$ cat config.mk
export PLATFORM = sky130hd
export DESIGN_NAME = occ_pi_freq_ctrl
export DESIGN_NICKNAME = d
export VERILOG_FILES = /design/src/rtl/pifc_pkg.sv /design/src/rtl/pifc_interval_timer.sv /design/src/rtl/pifc_pi_state.sv /design/src/rtl/pifc_seq_divider.sv /design/src/rtl/occ_pi_freq_ctrl.sv
export SDC_FILE = /design/constraint.sdc
export NUM_CORES = 1
export LEC_CHECK = 0
export BUFFER_PORTS_ARGS = -buffer_cell sky130_fd_sc_hd__buf_2
export CORE_MARGIN = 2
export CORE_UTILIZATION = 35
export CTS_CLUSTER_DIAMETER = 200
export CTS_CLUSTER_SIZE = 16
export DETAILED_ROUTE_END_ITERATION = 6
export SLEW_MARGIN = 20
export SYNTH_ARGS = -nofsm -noshare
export SYNTH_HDL_FRONTEND = slang
export SYNTH_SLANG_ARGS = --single-unit
$ cat constraint.sdc
create_clock -name clk -period 6.4 [get_ports clk]
set_input_delay 0 -clock clk [delete_from_list [all_inputs] [get_ports clk]]
set_output_delay 0 -clock clk [all_outputs]
set_load 0.02 [all_outputs]
$ cat src/rtl/pifc_pkg.sv
package pifc_pkg;
   typedef enum logic {
      DIV_IDLE = 1'b0,
      DIV_RUN  = 1'b1
   } div_state_e;
endpackage

$ cat src/rtl/pifc_interval_timer.sv
module pifc_interval_timer #(
   parameter int INTERVAL = 64
) (
   input  logic clk,
   input  logic rst_n,
   output logic tick
);
   localparam int CNT_W = $clog2(INTERVAL);

   logic [CNT_W-1:0] cnt_q;
   logic             last;

   initial begin
      assert (INTERVAL >= 4) else $error("INTERVAL too small");
   end

   assign last = (cnt_q == CNT_W'(INTERVAL - 1));
   assign tick = last;

   always_ff @(posedge clk or negedge rst_n) begin
      if (!rst_n) cnt_q <= '0;
      else if (last) cnt_q <= '0;
      else cnt_q <= cnt_q + 1'b1;
   end

   // updates are separated by at least one idle cycle
   a_r2_tick_gap: assert property (@(posedge clk) disable iff (!rst_n)
      tick |=> !tick);
endmodule

$ cat src/rtl/pifc_pi_state.sv
module pifc_pi_state #(
   parameter int Q_W    = 16,
   parameter int F_W    = 16,
   parameter int GAIN_W = 16,
   parameter int FRAC   = 8,
   parameter logic [Q_W-1:0]           Q_REF   = 16'h0800,
   parameter logic signed [GAIN_W-1:0] KI      = 16'sh0040,
   parameter logic signed [GAIN_W-1:0] KP      = 16'sh0080,
   parameter logic [F_W-1:0]           MU_INIT = 16'h0800,
   parameter logic [F_W-1:0]           F_MIN   = 16'h0100,
   parameter logic [F_W-1:0]           F_MAX   = 16'h2000
) (
   input  logic           clk,
   input  logic           rst_n,
   input  logic           update,
   input  logic [Q_W-1:0] occ,
   output logic [F_W-1:0] mu_next,
   output logic [F_W-1:0] mu_cur
);
   localparam int DIFF_W = Q_W + 1;
   localparam int PROD_W = GAIN_W + DIFF_W;
   localparam int SUM_W  = PROD_W + 2;

   logic [F_W-1:0]           mu_q;
   logic [Q_W-1:0]           qprev_q;
   logic signed [DIFF_W-1:0] err, dq;
   logic signed [PROD_W-1:0] ki_x, kp_x, err_x, dq_x, prod_i, prod_p;
   logic signed [SUM_W-1:0]  ext_i, ext_p, term_i, term_p, mu_x, sum, lo_x, hi_x;

   initial begin
      assert (F_MIN <= F_MAX) else $error("F_MIN above F_MAX");
      assert (MU_INIT >= F_MIN && MU_INIT <= F_MAX) else $error("MU_INIT out of range");
      assert (F_W < SUM_W - 1) else $error("sum width too small");
      assert (FRAC < PROD_W) else $error("FRAC too large");
   end

   assign err = $signed({1'b0, occ}) - $signed({1'b0, Q_REF});
   assign dq  = $signed({1'b0, occ}) - $signed({1'b0, qprev_q});

   assign ki_x  = {{DIFF_W{KI[GAIN_W-1]}}, KI};
   assign kp_x  = {{DIFF_W{KP[GAIN_W-1]}}, KP};
   assign err_x = {{GAIN_W{err[DIFF_W-1]}}, err};
   assign dq_x  = {{GAIN_W{dq[DIFF_W-1]}}, dq};

   assign prod_i = ki_x * err_x;
   assign prod_p = kp_x * dq_x;

   assign ext_i  = {{2{prod_i[PROD_W-1]}}, prod_i};
   assign ext_p  = {{2{prod_p[PROD_W-1]}}, prod_p};
   assign term_i = ext_i >>> FRAC;
   assign term_p = ext_p >>> FRAC;

   assign mu_x = {{(SUM_W-F_W){1'b0}}, mu_q};
   assign lo_x = {{(SUM_W-F_W){1'b0}}, F_MIN};
   assign hi_x = {{(SUM_W-F_W){1'b0}}, F_MAX};
   assign sum  = mu_x + term_i + term_p;

   always_comb begin
      if (sum < lo_x)      mu_next = F_MIN;
      else if (sum > hi_x) mu_next = F_MAX;
      else                 mu_next = sum[F_W-1:0];
   end

   assign mu_cur = mu_q;

   always_ff @(posedge clk or negedge rst_n) begin
      if (!rst_n) begin
         mu_q    <= MU_INIT;
         qprev_q <= Q_REF;
      end else if (update) begin
         mu_q    <= mu_next;
         qprev_q <= occ;
      end
   end

   // the stored control state never leaves the code range
   a_r4_mu_range: assert property (@(posedge clk) disable iff (!rst_n)
      (mu_q >= F_MIN) && (mu_q <= F_MAX));
   // the previous-occupancy register follows the sample taken at an update
   a_r3_prev_tracks: assert property (@(posedge clk) disable iff (!rst_n)
      update |=> (qprev_q == $past(occ)));
   // between updates the control state holds
   a_r3_mu_hold: assert property (@(posedge clk) disable iff (!rst_n)
      !update |=> $stable(mu_q));
endmodule

$ cat src/rtl/pifc_seq_divider.sv
module pifc_seq_divider
   import pifc_pkg::*;
#(
   parameter int DD_W = 24,
   parameter int DV_W = 16,
   parameter int BPS  = 1
) (
   input  logic            clk,
   input  logic            rst_n,
   input  logic            start,
   input  logic [DD_W-1:0] dividend,
   input  logic [DV_W-1:0] divisor,
   output logic            busy,
   output logic            done,
   output logic [DD_W-1:0] quotient
);
   localparam int STEPS = DD_W / BPS;
   localparam int CNT_W = $clog2(STEPS + 1);

   div_state_e       st_q;
   logic [CNT_W-1:0] cnt_q;
   logic [DV_W-1:0]  rem_q, dvs_q;
   logic [DD_W-1:0]  dvd_q, quo_q;
   logic             done_q;

   logic [DV_W-1:0] st_rem [BPS+1];
   logic [DD_W-1:0] st_dvd [BPS+1];
   logic [DD_W-1:0] st_quo [BPS+1];

   initial begin
      assert (BPS >= 1 && (DD_W % BPS) == 0) else $error("BPS must divide DD_W");
      assert (STEPS >= 2) else $error("divider needs at least two steps");
   end

   assign st_rem[0] = rem_q;
   assign st_dvd[0] = dvd_q;
   assign st_quo[0] = quo_q;

   for (genvar s = 0; s < BPS; s++) begin : g_step
      logic [DV_W:0] trial, diff;
      logic          take;
      assign trial = {st_rem[s], st_dvd[s][DD_W-1]};
      assign take  = (trial >= {1'b0, dvs_q});
      assign diff  = trial - {1'b0, dvs_q};
      assign st_rem[s+1] = take ? diff[DV_W-1:0] : trial[DV_W-1:0];
      assign st_dvd[s+1] = {st_dvd[s][DD_W-2:0], 1'b0};
      assign st_quo[s+1] = {st_quo[s][DD_W-2:0], take};
   end

   always_ff @(posedge clk or negedge rst_n) begin
      if (!rst_n) begin
         st_q   <= DIV_IDLE;
         cnt_q  <= '0;
         rem_q  <= '0;
         dvs_q  <= '0;
         dvd_q  <= '0;
         quo_q  <= '0;
         done_q <= 1'b0;
      end else begin
         done_q <= 1'b0;
         case (st_q)
            DIV_IDLE: begin
               if (start) begin
                  st_q  <= DIV_RUN;
                  cnt_q <= '0;
                  rem_q <= '0;
                  dvs_q <= divisor;
                  dvd_q <= dividend;
                  quo_q <= '0;
               end
            end
            default: begin
               rem_q <= st_rem[BPS];
               dvd_q <= st_dvd[BPS];
               quo_q <= st_quo[BPS];
               if (cnt_q == CNT_W'(STEPS - 1)) begin
                  st_q   <= DIV_IDLE;
                  done_q <= 1'b1;
               end else begin
                  cnt_q <= cnt_q + 1'b1;
               end
            end
         endcase
      end
   end

   assign busy     = (st_q == DIV_RUN);
   assign done     = done_q;
   assign quotient = quo_q;

   // a division is never restarted while one is running
   a_r5_no_restart: assert property (@(posedge clk) disable iff (!rst_n)
      start |-> !busy);
   // completion is a single-cycle pulse following a running division
   a_r5_done_after_run: assert property (@(posedge clk) disable iff (!rst_n)
      done |-> ($past(busy) && !busy));
endmodule

$ cat src/rtl/occ_pi_freq_ctrl.sv
module occ_pi_freq_ctrl #(
   parameter int Q_W      = 16,
   parameter int IPC_W    = 16,
   parameter int F_W      = 16,
   parameter int GAIN_W   = 16,
   parameter int FRAC     = 8,
   parameter int INTERVAL = 64,
   parameter int BPS      = 1,
   parameter logic [Q_W-1:0]           Q_REF   = 16'h0800,
   parameter logic signed [GAIN_W-1:0] KI      = 16'sh0040,
   parameter logic signed [GAIN_W-1:0] KP      = 16'sh0080,
   parameter logic [F_W-1:0]           MU_INIT = 16'h0800,
   parameter logic [F_W-1:0]           F_MIN   = 16'h0100,
   parameter logic [F_W-1:0]           F_MAX   = 16'h2000
) (
   input  logic             clk,
   input  logic             rst_n,
   input  logic [Q_W-1:0]   occ_avg,
   input  logic [IPC_W-1:0] ipc,
   output logic [F_W-1:0]   freq_code,
   output logic             freq_valid,
   input  logic             freq_ready
);
   localparam int DD_W  = F_W + FRAC;
   localparam int STEPS = DD_W / BPS;

   logic            tick, div_busy, div_done, zero_ipc, bypass_load, div_start, load;
   logic [F_W-1:0]  mu_next, mu_cur, quo_clamped, load_code;
   logic [DD_W-1:0] quotient;
   logic [F_W-1:0]  code_q;
   logic            valid_q;

   initial begin
      assert (INTERVAL > STEPS + 3) else $error("INTERVAL shorter than a division");
   end

   pifc_interval_timer #(.INTERVAL(INTERVAL)) u_timer (
      .clk  (clk),
      .rst_n(rst_n),
      .tick (tick)
   );

   pifc_pi_state #(
      .Q_W(Q_W), .F_W(F_W), .GAIN_W(GAIN_W), .FRAC(FRAC),
      .Q_REF(Q_REF), .KI(KI), .KP(KP), .MU_INIT(MU_INIT),
      .F_MIN(F_MIN), .F_MAX(F_MAX)
   ) u_pi (
      .clk    (clk),
      .rst_n  (rst_n),
      .update (tick),
      .occ    (occ_avg),
      .mu_next(mu_next),
      .mu_cur (mu_cur)
   );

   assign zero_ipc    = (ipc == '0);
   assign bypass_load = tick && zero_ipc;
   assign div_start   = tick && !zero_ipc;

   pifc_seq_divider #(.DD_W(DD_W), .DV_W(IPC_W), .BPS(BPS)) u_div (
      .clk     (clk),
      .rst_n   (rst_n),
      .start   (div_start),
      .dividend({mu_next, {FRAC{1'b0}}}),
      .divisor (ipc),
      .busy    (div_busy),
      .done    (div_done),
      .quotient(quotient)
   );

   always_comb begin
      if (quotient > {{FRAC{1'b0}}, F_MAX})      quo_clamped = F_MAX;
      else if (quotient < {{FRAC{1'b0}}, F_MIN}) quo_clamped = F_MIN;
      else                                       quo_clamped = quotient[F_W-1:0];
   end

   assign load      = bypass_load || div_done;
   assign load_code = bypass_load ? F_MAX : quo_clamped;

   always_ff @(posedge clk or negedge rst_n) begin
      if (!rst_n) begin
         code_q  <= MU_INIT;
         valid_q <= 1'b0;
      end else if (load) begin
         code_q  <= load_code;
         valid_q <= 1'b1;
      end else if (freq_ready) begin
         valid_q <= 1'b0;
      end
   end

   assign freq_code  = code_q;
   assign freq_valid = valid_q;

   // zero IPC publishes the maximum code on the next cycle
   a_r6_zero_ipc_max: assert property (@(posedge clk) disable iff (!rst_n)
      (tick && (ipc == '0)) |=> (freq_valid && (freq_code == F_MAX)));
   // an unaccepted code stays offered
   a_r7_valid_hold: assert property (@(posedge clk) disable iff (!rst_n)
      (freq_valid && !freq_ready) |=> freq_valid);
   // the offered code is stable until accepted or replaced
   a_r7_code_stable: assert property (@(posedge clk) disable iff (!rst_n)
      (freq_valid && !freq_ready && !load) |=> $stable(freq_code));
   // a published code always lies inside the code range
   a_r5_code_range: assert property (@(posedge clk) disable iff (!rst_n)
      freq_valid |-> ((freq_code >= F_MIN) && (freq_code <= F_MAX)));
   // a new result keeps the output valid
   a_r8_replace_valid: assert property (@(posedge clk) disable iff (!rst_n)
      div_done |=> freq_valid);
   // no update arrives while a division is in flight
   a_r2_no_overlap: assert property (@(posedge clk) disable iff (!rst_n)
      div_busy |-> !tick);
endmodule

Word-level counts from Yosys, hierarchy flattened
Cells that the tools add are included.
{"block": "totals", "reg_bits": 142, "output_inout_bits": 17}
{"block": "classes", "eq_ne": 3, "add_sub_neg": 7, "reduce_logical": 9, "n_mux": 23, "order_cmp": 5, "bitwise_logic": 1}
{"operator": "16-bit 2-to-1 mux", "count": 8}
{"operator": "24-bit 2-to-1 mux", "count": 4}
{"operator": "35-bit by 15-bit greater-than comparator with 1-bit output, second input constant", "count": 1}
{"operator": "35-bit by 10-bit < comparator with 1-bit output, second input constant", "count": 1}
{"operator": "24-bit by 14-bit greater-than comparator with 1-bit output, second input constant", "count": 1}
{"operator": "24-bit by 9-bit < comparator with 1-bit output, second input constant", "count": 1}
{"operator": "18-bit by 16-bit adder with 19-bit output", "count": 1}
{"operator": "17-bit by 15-bit adder with 18-bit output", "count": 1}
{"operator": "17-bit by 16-bit >= comparator with 1-bit output", "count": 1}
{"operator": "16-bit by 12-bit subtractor with 17-bit output, second input constant", "count": 1}
{"operator": "16-bit by 16-bit subtractor with 17-bit output", "count": 1}
{"operator": "16-bit zero test", "count": 1}
{"operator": "16-bit subtractor", "count": 1}
{"operator": "5-bit 2-to-1 mux", "count": 3}
{"operator": "1-bit 2-to-1 mux", "count": 7}
{"operator": "6-bit by 1-bit adder with 6-bit output, second input constant", "count": 1}
{"operator": "6-bit equality test, second input constant", "count": 1}
{"operator": "6-bit 2-to-1 mux", "count": 1}
{"operator": "5-bit by 1-bit adder with 5-bit output, second input constant", "count": 1}
{"operator": "5-bit equality test, second input constant", "count": 1}
{"operator": "2-bit AND reduction", "count": 2}
{"operator": "2-bit nonzero test", "count": 2}
{"operator": "1-bit logical AND", "count": 2}
{"operator": "2-bit inequality test, second input constant", "count": 1}
{"operator": "3 further kinds", "count": 3}

Logic depth before layout (Yosys ltp)
Gate-level depths: netlist of the first run.
{"block": "depth", "ltp_word": 8, "mapped_depth": 24, "ltp_nobuf": 23}

Modules after synthesis
A second synthesis of the first run with hierarchy kept.
{"block": "hier_totals", "cells_unflattened": 1027, "area_unflattened_um2": 9367.7}
{"module": "pifc_seq_divider", "cells_per_inst": 486, "seq_area_each_um2": 2177.1, "area_each_um2": 4583.1, "n_inst": 1}
{"module": "pifc_pi_state", "cells_per_inst": 434, "seq_area_each_um2": 803.3, "area_each_um2": 3677.3, "n_inst": 1}
{"module": "occ_pi_freq_ctrl", "cells_per_inst": 87, "seq_area_each_um2": 426.7, "area_each_um2": 864.6, "n_inst": 1}
{"module": "pifc_interval_timer", "cells_per_inst": 20, "seq_area_each_um2": 150.1, "area_each_um2": 242.7, "n_inst": 1}

Worst setup path after synthesis of the first run
No wires, ideal clock.
{"block": "synth_timing", "kind": "flip-flop to flip-flop", "startpoint": "reg u_pi.qprev_q[0]", "endpoint": "reg u_pi.mu_q[11], in the netlist u_pi.mu_cur[11]", "setup_ns": 0.091, "slack_ns": 1.722, "path_stages_with_launch": 25, "t_arrival_ns": 4.587, "path_buffers": 2, "path_cell_list": "dfrtp_1 > nor2b_1 > fa_1 > nor2b_1 > o21ai_0 > a21boi_0 > o211ai_1 > a21oi_1 > o31ai_1 > o21ai_0 > xnor2_1 > fa_1 > inv_1 > ha_1 > clkbuf_1 > a21o_1 > a21o_1 > a21oi_1 > o41ai_2 > a21o_1 > mux2i_1 > and2_1 > nand3_4 > buf_6 > o31ai_1"}
{"block": "synth_via", "elab_chain_len": 5}
{"element": "start: declaration", "line_no": "pifc_pi_state.sv:25", "source": "logic [Q_W-1:0] qprev_q;"}
{"element": "start signal: assignment", "line_no": "pifc_pi_state.sv:69", "source": "qprev_q <= Q_REF;"}
{"element": "start signal: assignment", "line_no": "pifc_pi_state.sv:72", "source": "qprev_q <= occ;"}
{"element": "16-bit by 16-bit subtractor with 17-bit output (*)", "line_no": "pifc_pi_state.sv:38", "source": "assign dq = $signed({1'b0, occ}) - $signed({1'b0, qprev_q});"}
{"element": "18-bit by 16-bit adder with 19-bit output (*)", "line_no": "pifc_pi_state.sv:56", "source": "assign sum = mu_x + term_i + term_p;"}
{"element": "35-bit by 15-bit greater-than comparator with 1-bit output", "line_no": "pifc_pi_state.sv:60", "source": "else if (sum > hi_x) mu_next = F_MAX;"}
{"element": "16-bit 2-to-1 mux", "line_no": "pifc_pi_state.sv:60"}
{"element": "16-bit 2-to-1 mux (*)", "line_no": "pifc_pi_state.sv:59", "source": "if (sum < lo_x) mu_next = F_MIN;"}
{"element": "end signal: assignment", "line_no": "pifc_pi_state.sv:71", "source": "mu_q <= mu_next;"}
{"element": "end: declaration", "line_no": "pifc_pi_state.sv:24", "source": "logic [F_W-1:0] mu_q;"}
Mark *: on every way between the ends. The rest lies on a longest branch, timed or not.
A chain may end at the register's enable or synchronous reset.

Worst setup path in the final report of the first run
{"block": "layout_timing", "startpoint": "reg u_pi.qprev_q[0]", "endpoint": "reg u_div.dvd_q[10]"}
{"block": "layout_via", "elab_chain_len": 7}
{"element": "16-bit by 16-bit subtractor with 17-bit output (*)", "line_no": "pifc_pi_state.sv:38"}
{"element": "18-bit by 16-bit adder with 19-bit output (*)", "line_no": "pifc_pi_state.sv:56"}
{"element": "35-bit by 15-bit greater-than comparator with 1-bit output", "line_no": "pifc_pi_state.sv:60"}
{"element": "16-bit 2-to-1 mux", "line_no": "pifc_pi_state.sv:60"}
{"element": "16-bit 2-to-1 mux (*)", "line_no": "pifc_pi_state.sv:59"}
{"element": "24-bit 2-to-1 mux (*)", "line_no": "pifc_seq_divider.sv:63", "source": "if (start) begin"}
{"element": "24-bit 2-to-1 mux (*)", "line_no": "pifc_seq_divider.sv:61", "source": "case (st_q)"}
{"element": "end signal: assignment", "line_no": "pifc_seq_divider.sv:68", "source": "dvd_q <= dividend;"}
{"element": "end signal: assignment", "line_no": "pifc_seq_divider.sv:74", "source": "dvd_q <= st_dvd[BPS];"}
{"element": "end: declaration", "line_no": "pifc_seq_divider.sv:23", "source": "logic [DD_W-1:0] dvd_q, quo_q;"}
Mark *: on every way between the ends. The rest lies on a longest branch, timed or not. The select of a mux whose other input is x is not followed.

==> results of run 1 <==
routing by layer:
metal	up-vias	share of wire	GRT usage	routed length, um
li1	3478	-	-	-
met1	3217	0.52	0.2113	9562
met2	95	0.44	0.2382	8194
met3	15	0.027	0.02876	489
met4	0	0.011	0.03977	199
met5	-	0	0	0
path summary, 6_finish.rpt:
check	cells past startpoint	start	end	slack [ns]
hold / removal	2	rst_n	u_div.dvs_q[5]$_DFFE_PN0P_	0.07
max in group asynchronous	3	rst_n	u_pi.mu_cur[12]$_DFFE_PN0N_	5.24
setup reg to reg	21	u_pi.qprev_q[0]$_DFFE_PN0N_	u_div.dvd_q[10]$_DFFE_PN0P_	1.05
setup / recovery	21	u_pi.qprev_q[0]$_DFFE_PN0N_	u_div.dvd_q[10]$_DFFE_PN0P_	1.05
min in group clk	3	freq_ready	freq_valid$_DFFE_PN0P_	0.29
hold reg to reg	2	freq_code[8]$_DFFE_PN0P_	freq_code[8]$_DFFE_PN0P_	0.47
layout make-up:
cell class                 count  area share
sequential                   134      0.3303
timing repair buffer          91     0.06398
multi-input combinational    701      0.4645
clock buffer                  17     0.04184
clock inverter                15     0.02264
inverter                     100     0.03691
tap                          324     0.03987
cell usage in the layout, fill, tap and decap left out, types with 5 or more instances in the layout:
cell type / n
inv_1: 100
buf_4: 5
nor2_1: 53
xor2_1: 22
o211ai_1: 7
a21o_1: 18
o21ai_0: 85
clkbuf_16: 17
nor3_1: 13
ha_1: 52
and2_1: 9
a31oi_1: 8
inv_8: 5
nand4_1: 6
or2_2: 7
nand2_1: 154
nand2b_1: 7
nor4_1: 9
mux2i_1: 5
nand3_1: 18
nor2b_1: 9
buf_2: 50
o21a_1: 8
dlygate4sd3_1: 34
and3_1: 5
mux2_2: 11
a22o_1: 21
dfrtp_1: 130
fa_1: 20
xnor2_1: 22
a21oi_1: 50
o31ai_1: 16
registers in the layout, indices dropped and copies added, names as in the netlist, 5 cells and up:
signal,count
u_div.quotient,24
u_div.rem_q,16
freq_code,16
u_div.dvd_q,16
u_pi.mu_cur,16
u_pi.qprev_q,16
u_div.dvs_q,16
u_div.cnt_q,5
u_timer.cnt_q,6
worst reg2reg max path, delay by kind of cell, from the launching register on:
| family | cells | cell delay (ns) |
|---|---|---|
| XOR/XNOR | 1 | 0.14 |
| flip-flops | 1 | 0.34 |
| adder cells (fa/ha/maj) | 3 | 1.15 |
| buffers and inverters | 1 | 0.04 |
| AND/OR/NAND/NOR | 5 | 0.77 |
| AO/OA/AOI/OAI | 11 | 2.78 |
stage by stage:
stage                     total power [mW]  hold WS (ns)    util
after CTS                            2.303        0.1023  0.4189
after global routing                 2.381        0.1367  0.4194
final                                2.278       0.07430  0.4194
after global placement               1.179       0.01025  0.3778
after floorplan                      1.101       -0.2956       -
after detailed placement             1.183      0.003713  0.3778
power by group through the flow:
stage / logic (mW) / registers, mW / clock network (mW)
2_1_floorplan: 0.238 / 0.863 / 0
3_3_place_gp: 0.317 / 0.863 / 0
3_5_place_dp: 0.321 / 0.863 / 0
4_1_cts: 0.338 / 0.847 / 1.12
5_1_grt: 0.382 / 0.846 / 1.15
6_report: 0.338 / 0.847 / 1.09
logic make-up after synthesis:
family                   after synthesis  synth area share
AND/OR/NAND/NOR                      306            0.1596
AO/OA/AOI/OAI                        260            0.1948
buffers and inverters                143           0.06524
flip-flops                           134            0.3890
adder cells (fa/ha/maj)               72            0.1218
XOR/XNOR                              44           0.04465
multiplexers                          19           0.02494
==> results.py, run 1 <==
metrics = {
    "clock_tree": {
        "htree_num_levels": 4,
        "cts_hold_buf": 34,
        "post_cts_buffers": 0,
        "cts_buffers": 17,
        "ctsRootBufferMaster": "clkbuf_16",
        "clock_sink_count": 134,
        "cts_buffer_depth": 2,
        "clk_latency_ns": 0.44,
        "path_clk_slew_ns": 0.07,
        "tritoncts": "yes",
        "post_cts_resized": 0,
    },
    "power_and_ir_drop": {
        "p_int_mw": 1.624,
        "switchingPower_mw": 0.6539,
        "combPwrFrac": 0.148,
        "pwr-share-clk": 0.480,
        "p_leak_nw": 4.957,
        "swShare": 0.2870,
        "pwr-share-seq": 0.372,
        "powerDensity_mw_per_mm2": 224.0,
        "ir_drop_mv": 0.1465,
    },
    "critical_path": {
        "critPathLaunchType": "register",
        "cp.arrival_ns": 5.65,
        "crit_slowest_cell": "fa_1",
        "cp_cell_sequence": "nor2b_1 > fa_1 > nor2b_1 > o21ai_0 > a21boi_0 > o211ai_1 > a21oi_1 > o31ai_1 > xor2_1 > fa_1 > inv_1 > ha_1 > nand2_1 > o21ai_1 > a211oi_1 > o41ai_2 > a22o_1 > nor3_1 > a21oi_2 > nand3_4 > o41ai_1",
        "required_ns": 6.70,
        "cp_slowest_stage_delay_ns": 0.51,
        "crit_type": "register to register",
        "crit_family": "compound AO/OA/AOI/OAI gates",
        "cp_max_fo": 24,
        "critPathCaptureType": "register",
        "critPathBufInv": 1,
    },
    "cells_and_area": {
        "fin_cells": 1382,
        "fill_cells": 2407,
        "ff_latch_area_mm2": 0.003358,
        "final_layout_size_suffix_gt1_frac": 0.1191,
        "finish.instance_area_mm2": 0.01017,
        "antenna_cells": 0,
        "multiInputGateArea_mm2": 0.004723,
        "areaGrowthSynthToFinish_pct": 17.82,
        "nets": 1152,
    },
    "synth": {
        "async_flop_share": 1.000,
        "yosys.area.top_type_share": 0.3798,
        "yosysUniqueCellTypes": 67,
        "ys.flop_type": "dfrtp_1",
        "syn_area_mm2": 0.008631,
        "yosysSeqAreaShare": 0.3890,
        "yosysMostFrequentCell": "nand2_1",
        "syn_area_per_cell_um2": 8.825,
        "yosys_register_bits": 134,
        "synth_area_leaders": "dfrtp_1, ha_1, nand2_1, o21ai_0, fa_1",
        "syn_inst": 978,
        "syn_nets": 1085,
        "synth_warnings": 0,
        "synth_top_area_cell": "dfrtp_1",
        "synth-edff-count": 0,
        "synthTopCellsByCount": "nand2_1, dfrtp_1, inv_1",
    },
    "die": {
        "ios": 52,
        "dieArea_mm2": 0.02593,
        "core_area_mm2": 0.02425,
        "core.rowCount": 57,
        "start_util": 0.3559,
        "die_y_um": 161.0,
        "fp.dieW_um": 161.0,
    },
    "routing": {
        "final_antenna_net_count": 0,
        "routed_wl_um": 18450,
        "detail_route.wl_per_cell_um": 13.35,
        "num_vias": 6805,
        "dr.pass1.iters": 5,
        "vias_per_cell": 4.924,
        "drcViolationCount": 0,
        "drtIter0Drc": 346,
    },
    "status": {
        "status": "finished clean",
    },
    "sta": {
        "worst_slack_ns": 1.045,
        "clock.fmax_mhz": 186.7,
        "maxSlewViolCount": 0,
        "clock-skew-final_ns": 0.01524,
        "finalHoldViolations": 0,
        "tns_ns": 0,
        "grt_setup_unrepaired": "false",
        "tightest_slew_ns": 0.9387,
        "relSlewSlack": 0.3724,
        "period_minus_slack_ns": 5.355,
        "post-route-period-util": 0.8367,
        "setup-violations-final": 0,
    },
    "flow_run": {
        "max_cap_violations": 0,
    },
    "grt": {
        "antenna_found_initial": 0,
        "grt_max_degree": 77,
        "track_usage": 0.1502,
        "grt.overflow.total": 0,
        "grt_pass1_vias": 6698,
        "grt_pass1_wl_um": 31930,
    },
    "worst_hold_path": {
        "hold_class": "input pin to async pin",
    },
    "place": {
        "place_inst": 1316,
        "placed_cell_area_mm2": 0.009161,
        "dp_hpwl_um": 12890,
        "pre_cts_ws_ns": 1.118,
        "gp_congestion": 0.8271,
        "io_buffer_count": 51,
    },
}
(Power assumes the default switching activity.)
==> run 2: changes to the inputs <==
Clock period 6.4 ns to 5.4 ns, I/O delays scaled along.
==> run 2 against run 1 <==
Effect of this change:
- routed wire length grew 0.39%
- hold slack gained 0.079 ns
- worst setup slack lost 0.61 ns
- sequential cell count is the same
- fmax grew 7.8%
- utilization grew 0.32 points
- combinational power grew 25%
==> results.py, run 2 (synthesized netlist as in run 1, its figures left out) <==
metrics = {
    "worst_hold_path": {
        "hold_class": "input pin to async pin",
    },
    "routing": {
        "num_vias": 6825,
        "drtIter0Drc": 529,
        "drcViolationCount": 0,
        "final_antenna_net_count": 0,
        "dr.pass1.iters": 6,
        "vias_per_cell": 4.928,
        "detail_route.wl_per_cell_um": 13.37,
        "routed_wl_um": 18520,
    },
    "clock_tree": {
        "ctsRootBufferMaster": "clkbuf_16",
        "path_clk_slew_ns": 0.07,
        "htree_num_levels": 4,
        "tritoncts": "yes",
        "clk_latency_ns": 0.43,
        "cts_buffer_depth": 2,
        "cts_buffers": 17,
        "clock_sink_count": 134,
    },
    "place": {
        "gp_congestion": 0.8176,
        "dp_hpwl_um": 12790,
        "io_buffer_count": 51,
    },
    "sta": {
        "finalHoldViolations": 0,
        "relSlewSlack": 0.3464,
        "maxSlewViolCount": 0,
        "clock-skew-final_ns": 0.01351,
        "clock.fmax_mhz": 201.3,
        "setup-violations-final": 0,
        "post-route-period-util": 0.9198,
        "tightest_slew_ns": 0.9777,
        "tns_ns": 0,
        "period_minus_slack_ns": 4.967,
        "grt_setup_unrepaired": "false",
    },
    "die": {
        "start_util": 0.3559,
        "die_y_um": 161.0,
        "core_area_mm2": 0.02425,
        "core.rowCount": 57,
        "fp.dieW_um": 161.0,
        "dieArea_mm2": 0.02593,
        "ios": 52,
    },
    "flow_run": {
        "max_cap_violations": 0,
    },
    "critical_path": {
        "cp_slowest_stage_delay_ns": 0.51,
        "cp.arrival_ns": 5.28,
        "required_ns": 5.71,
        "cp_max_fo": 12,
        "crit_slowest_cell": "fa_1",
        "critPathLaunchType": "register",
        "critPathCaptureType": "register",
        "crit_type": "register to register",
        "cp_cell_sequence": "nor2b_2 > fa_1 > nor2b_1 > o21ai_1 > a21boi_1 > o211ai_1 > a21oi_2 > o31ai_2 > xor2_1 > fa_1 > inv_1 > ha_2 > nand2_1 > o21ai_2 > a211oi_2 > o41ai_2 > o211ai_1 > nor3_1 > and2_4 > nand3_4 > o41ai_1",
    },
    "power_and_ir_drop": {
        "powerDensity_mw_per_mm2": 259.9,
        "p_int_mw": 1.886,
        "pwr-share-clk": 0.464,
        "swShare": 0.2918,
        "switchingPower_mw": 0.7771,
        "ir_drop_mv": 0.1657,
        "pwr-share-seq": 0.377,
        "p_leak_nw": 4.970,
        "combPwrFrac": 0.159,
    },
    "cells_and_area": {
        "final_cell_mix": "nand2_1, dfrtp_1, inv_1, o21ai_0, nor2_1",
        "final_common_cell": "nand2_1",
        "antenna_cells": 0,
        "utilization": 0.4225,
        "areaGrowthSynthToFinish_pct": 18.72,
        "multiInputGateArea_mm2": 0.004813,
        "final_layout_size_suffix_gt1_frac": 0.1385,
        "largest_reg_flops": 24,
        "nets": 1155,
        "fill_cells": 2409,
        "ff_latch_area_mm2": 0.003358,
    },
    "grt": {
        "grt_max_degree": 78,
        "antenna_found_initial": 0,
        "grt_pass1_vias": 6718,
        "grt_pass1_wl_um": 31980,
        "grt.overflow.total": 0,
        "track_usage": 0.1491,
    },
    "status": {
        "status": "finished clean",
    },
}
## run 2: cell count changes in the layout (fill, tap and decap cells not counted), moves of 2 or more
cell,change
a21oi_1,-3
a21oi_2,+3
buf_4,+3
ha_1,-3
ha_2,+3
inv_6,+3
inv_8,-4
o21ai_0,-2
o31ai_1,-4
o31ai_2,+4
o41ai_1,-3
o41ai_2,+3
## run 2: final timing paths
path                                             startpoint                    endpoint  depth (start not counted)  slack, ns
worst max register to register  u_pi.qprev_q[0]$_DFFE_PN0N_  u_div.dvd_q[9]$_DFFE_PN0P_                         21       0.43
min in group clk                                 freq_ready      freq_valid$_DFFE_PN0P_                          3       0.30
worst min-delay path                                  rst_n  u_div.dvs_q[5]$_DFFE_PN0P_                          2       0.15
worst min register to register     freq_code[8]$_DFFE_PN0P_    freq_code[8]$_DFFE_PN0P_                          2       0.48
max in group asynchronous                             rst_n  u_timer.cnt_q[2]$_DFF_PN0_                          3       4.03
worst max-delay path            u_pi.qprev_q[0]$_DFFE_PN0N_  u_div.dvd_q[9]$_DFFE_PN0P_                         21       0.43
## run 2: per-layer routing
metal  global-route usage  vias up  routed length (um)
li1                     -     3498                   -
met5                    0        -                   0
met2               0.2376       92                8211
met1               0.2111     3222                9703
met3              0.02337       13                 461
met4              0.04261        0                 141
## run 2: final cells by class
| type | count | area share |
|---|---|---|
| Sequential cell | 134 | 0.3278 |
| Timing Repair Buffer | 93 | 0.06460 |
| Tap cell | 324 | 0.03957 |
| Clock buffer | 17 | 0.04152 |
| Inverter | 100 | 0.03663 |
| Multi-Input combinational cell | 702 | 0.4698 |
| Clock inverter | 15 | 0.02015 |
## run 2: per-stage QoR
step | hold WS [ns] | worst slack [ns] | instances | power (mW) | cell area (um^2)
6_report | 0.1537 | 0.4329 | 1385 | 2.663 | 10250
5_1_grt | 0.2379 | 0.002832 | 1385 | 2.788 | 10250
4_1_cts | 0.2035 | 0.02446 | 1382 | 2.670 | 10130
3_5_place_dp | 0.08136 | 0.1127 | 1316 | 1.401 | 9161
3_3_place_gp | 0.09162 | 0.2658 | 1316 | 1.398 | 9161
2_1_floorplan | -0.2956 | 0.7224 | 978 | 1.305 | 8631
## run 2: what timing repair did
item,4_1_cts,5_1_grt
endpoints found under the setup margin,0,28
resized for setup,0,22
setup buffers,0,2
endpoints found under the hold margin,107,0
hold buffers,34,0
## run 2: power by group through the flow
stage	Sequential, mW	Combinational, mW	Clock [mW]
finish	1.00	0.424	1.24
CTS	1.00	0.399	1.27
global placement	1.02	0.375	0
floorplan	1.02	0.282	0
global route	1.00	0.474	1.31
detailed placement	1.02	0.378	0
## run 2: worst max-delay path, delay by kind of cell (launching register included)
family                     cells  cell delay, ns
buffers and inverters          1            0.04
DFF                            1            0.37
adders and majority gates      3            1.29
xor gates and xnor gates       1            0.16
AOI/OAI and AO/OA             10            1.90
and+or+nand+nor                6            1.07
==> run 3: changes to the inputs <==
Settings changed: CORE_MARGIN 2 to 5, RECOVER_POWER set to 50.
==> run 3 against run 2 <==
Effect of this change:
- the flow now finishes with violations (max-capacitance violations, max-slew violations)
- final cell count barely moved
- non-clock buffer count rose by 1
- largest cell class unchanged
- sequential cell count did not move
- first-iteration DRC count fell by 36%
- highest routed layer unchanged
- die area rose by 7.6%
- register-to-register slack got worse by 0.10 ns
- cell area fell by 0.28%
- critical path depth rose by 1
- via count rose by 0.25%
- worst setup slack got worse by 0.10 ns
- global-route usage fell by 1.1 points
- sequential power barely moved
==> results.py, run 3 (synthesized netlist as in run 1, its figures left out) <==
metrics = {
    "cells_and_area": {
        "largest_reg_flops": 24,
        "areaGrowthSynthToFinish_pct": 18.38,
        "fin_cells": 1386,
        "fill_cells": 2370,
        "utilization": 0.4201,
        "final_common_cell": "nand2_1",
        "antenna_cells": 0,
        "nets": 1156,
        "final_layout_size_suffix_gt1_frac": 0.1158,
        "final_cell_mix": "nand2_1, dfrtp_1, inv_1, o21ai_0, nor2_1",
        "finish.instance_area_mm2": 0.01022,
    },
    "clock_tree": {
        "path_clk_slew_ns": 0.07,
        "cts_buffers": 17,
        "clock_sink_count": 134,
        "tritoncts": "yes",
        "ctsRootBufferMaster": "clkbuf_16",
        "cts_buffer_depth": 2,
        "clk_latency_ns": 0.43,
        "htree_num_levels": 4,
    },
    "die": {
        "core_area_mm2": 0.02432,
        "start_util": 0.3549,
        "core.rowCount": 57,
        "ios": 52,
        "fp.dieW_um": 167.0,
        "dieArea_mm2": 0.02790,
        "die_y_um": 167.0,
    },
    "critical_path": {
        "required_ns": 5.71,
        "crit_type": "register to register",
        "critPathCaptureType": "register",
        "critPathLaunchType": "register",
        "cp.arrival_ns": 5.38,
        "cp_max_fo": 12,
    },
    "sta": {
        "clock-skew-final_ns": 0.009651,
        "relSlewSlack": -1.687,
        "maxSlewViolCount": 189,
        "finalHoldViolations": 0,
        "tightest_slew_ns": 4.031,
        "setup-violations-final": 0,
        "tns_ns": 0,
        "worst_slack_ns": 0.3302,
        "post-route-period-util": 0.9389,
        "clock.fmax_mhz": 197.2,
        "period_minus_slack_ns": 5.070,
    },
    "status": {
        "status": "finished, violations left",
        "violations": "max-capacitance violations, max-slew violations",
    },
    "grt": {
        "grt.overflow.total": 0,
        "grt_pass1_wl_um": 32640,
        "track_usage": 0.1386,
        "grt_max_degree": 75,
        "grt_pass1_vias": 6688,
        "antenna_found_initial": 0,
    },
    "routing": {
        "drtIter0Drc": 341,
        "detail_route.wl_per_cell_um": 13.61,
        "final_antenna_net_count": 0,
        "drcViolationCount": 0,
        "vias_per_cell": 4.937,
        "routed_wl_um": 18870,
        "num_vias": 6842,
        "dr.pass1.iters": 5,
    },
    "place": {
        "dp_hpwl_um": 12870,
        "pre_cts_ws_ns": 0.09565,
        "place_inst": 1316,
        "io_buffer_count": 51,
        "placed_cell_area_mm2": 0.009164,
        "gp_congestion": 0.7996,
    },
    "power_and_ir_drop": {
        "powerDensity_mw_per_mm2": 262.7,
        "p_leak_nw": 4.883,
        "ir_drop_mv": 0.1894,
    },
    "worst_hold_path": {
        "hold_class": "input pin to register",
    },
    "flow_run": {
        "max_cap_violations": 3,
    },
}
-- run 3: cell types whose count changed in the layout (fill, tap and decap cells not counted), sizes merged --
cell | previous run | this run
clkinv | 6 | 3
inv | 107 | 108
clkinvlp | 0 | 2
clkbuf | 17 | 37
buf | 59 | 40
-- run 3: layout make-up --
class	count	area, um^2	share of cell area
clock buffers	17	425.4	0.04164
repair buffers	94	636.9	0.06233
inverters	100	375.4	0.03674
flip-flops and latches	134	3357	0.3286
multi-input cells	702	4813	0.4711
well taps	324	405.4	0.03968
clock inverters	15	203.9	0.01996
-- run 3: where the power goes --
part	switching, mW	internal [mW]
clock	0.538	0.710
combinational	0.256	0.175
sequential	0.00000000000000000683	1.00
-- run 3: final timing paths --
check                                       startpoint                         end  slack, ns  cells past startpoint
min                                         freq_ready      freq_valid$_DFFE_PN0P_       0.30                      3
min reg2reg                 u_div.dvd_q[8]$_DFFE_PN0P_  u_div.dvd_q[8]$_DFFE_PN0P_       0.47                      2
max in group asynchronous                        rst_n  u_timer.cnt_q[2]$_DFF_PN0_       1.26                      3
max reg2reg                u_pi.qprev_q[1]$_DFFE_PN0N_  u_pi.mu_cur[3]$_DFFE_PN0N_       0.33                     22
min in group asynchronous                        rst_n  u_div.dvs_q[5]$_DFFE_PN0P_       1.51                      2
max                        u_pi.qprev_q[1]$_DFFE_PN0N_  u_pi.mu_cur[3]$_DFFE_PN0N_       0.33                     22
-- run 3: critical path: stages (launching register included) --
cell and delay [ns]:
dfrtp_1 0.37, inv_1 0.06, ha_1 0.26, inv_1 0.06, o21bai_1 0.07, a21oi_1 0.28, o2111ai_1 0.21, a31oi_1 0.27
a21oi_1 0.15, a21o_1 0.21, a21oi_1 0.18, xor2_1 0.11, fa_1 0.50, inv_1 0.04, ha_1 0.42, nand3_1 0.20
o41ai_4 0.42, a22o_1 0.26, nor3_1 0.07, a21oi_2 0.24, buf_4 0.19, nand3_4 0.16, o31ai_1 0.23
-- run 3: stage by stage --
stage | power [mW] | hold WS, ns
after floorplan | 1.305 | -0.2956
after global placement | 1.398 | 0.07036
after detailed placement | 1.401 | 0.07299
after CTS | 2.677 | 0.1783
after global routing | 2.807 | 0.3121
final | 2.684 | 0.2969
-- run 3: what timing repair did --
item	CTS	global route
gates resized for setup	0	20
setup buffers	0	3
hold buffers	34	0
hold endpoints to repair	104	0
endpoints found under the setup margin	0	28
-- run 3: per-layer routing --
| metal | up-vias | global-route usage | part of all wire | routed length [um] |
|---|---|---|---|---|
| met2 | 100 | 0.2129 | 0.44 | 8330 |
| met4 | 0 | 0.03451 | 0.015 | 275 |
| met1 | 3212 | 0.2013 | 0.51 | 9654 |
| li1 | 3508 | - | - | - |
| met5 | - | 0 | 0 | 0 |
| met3 | 22 | 0.02773 | 0.032 | 605 |
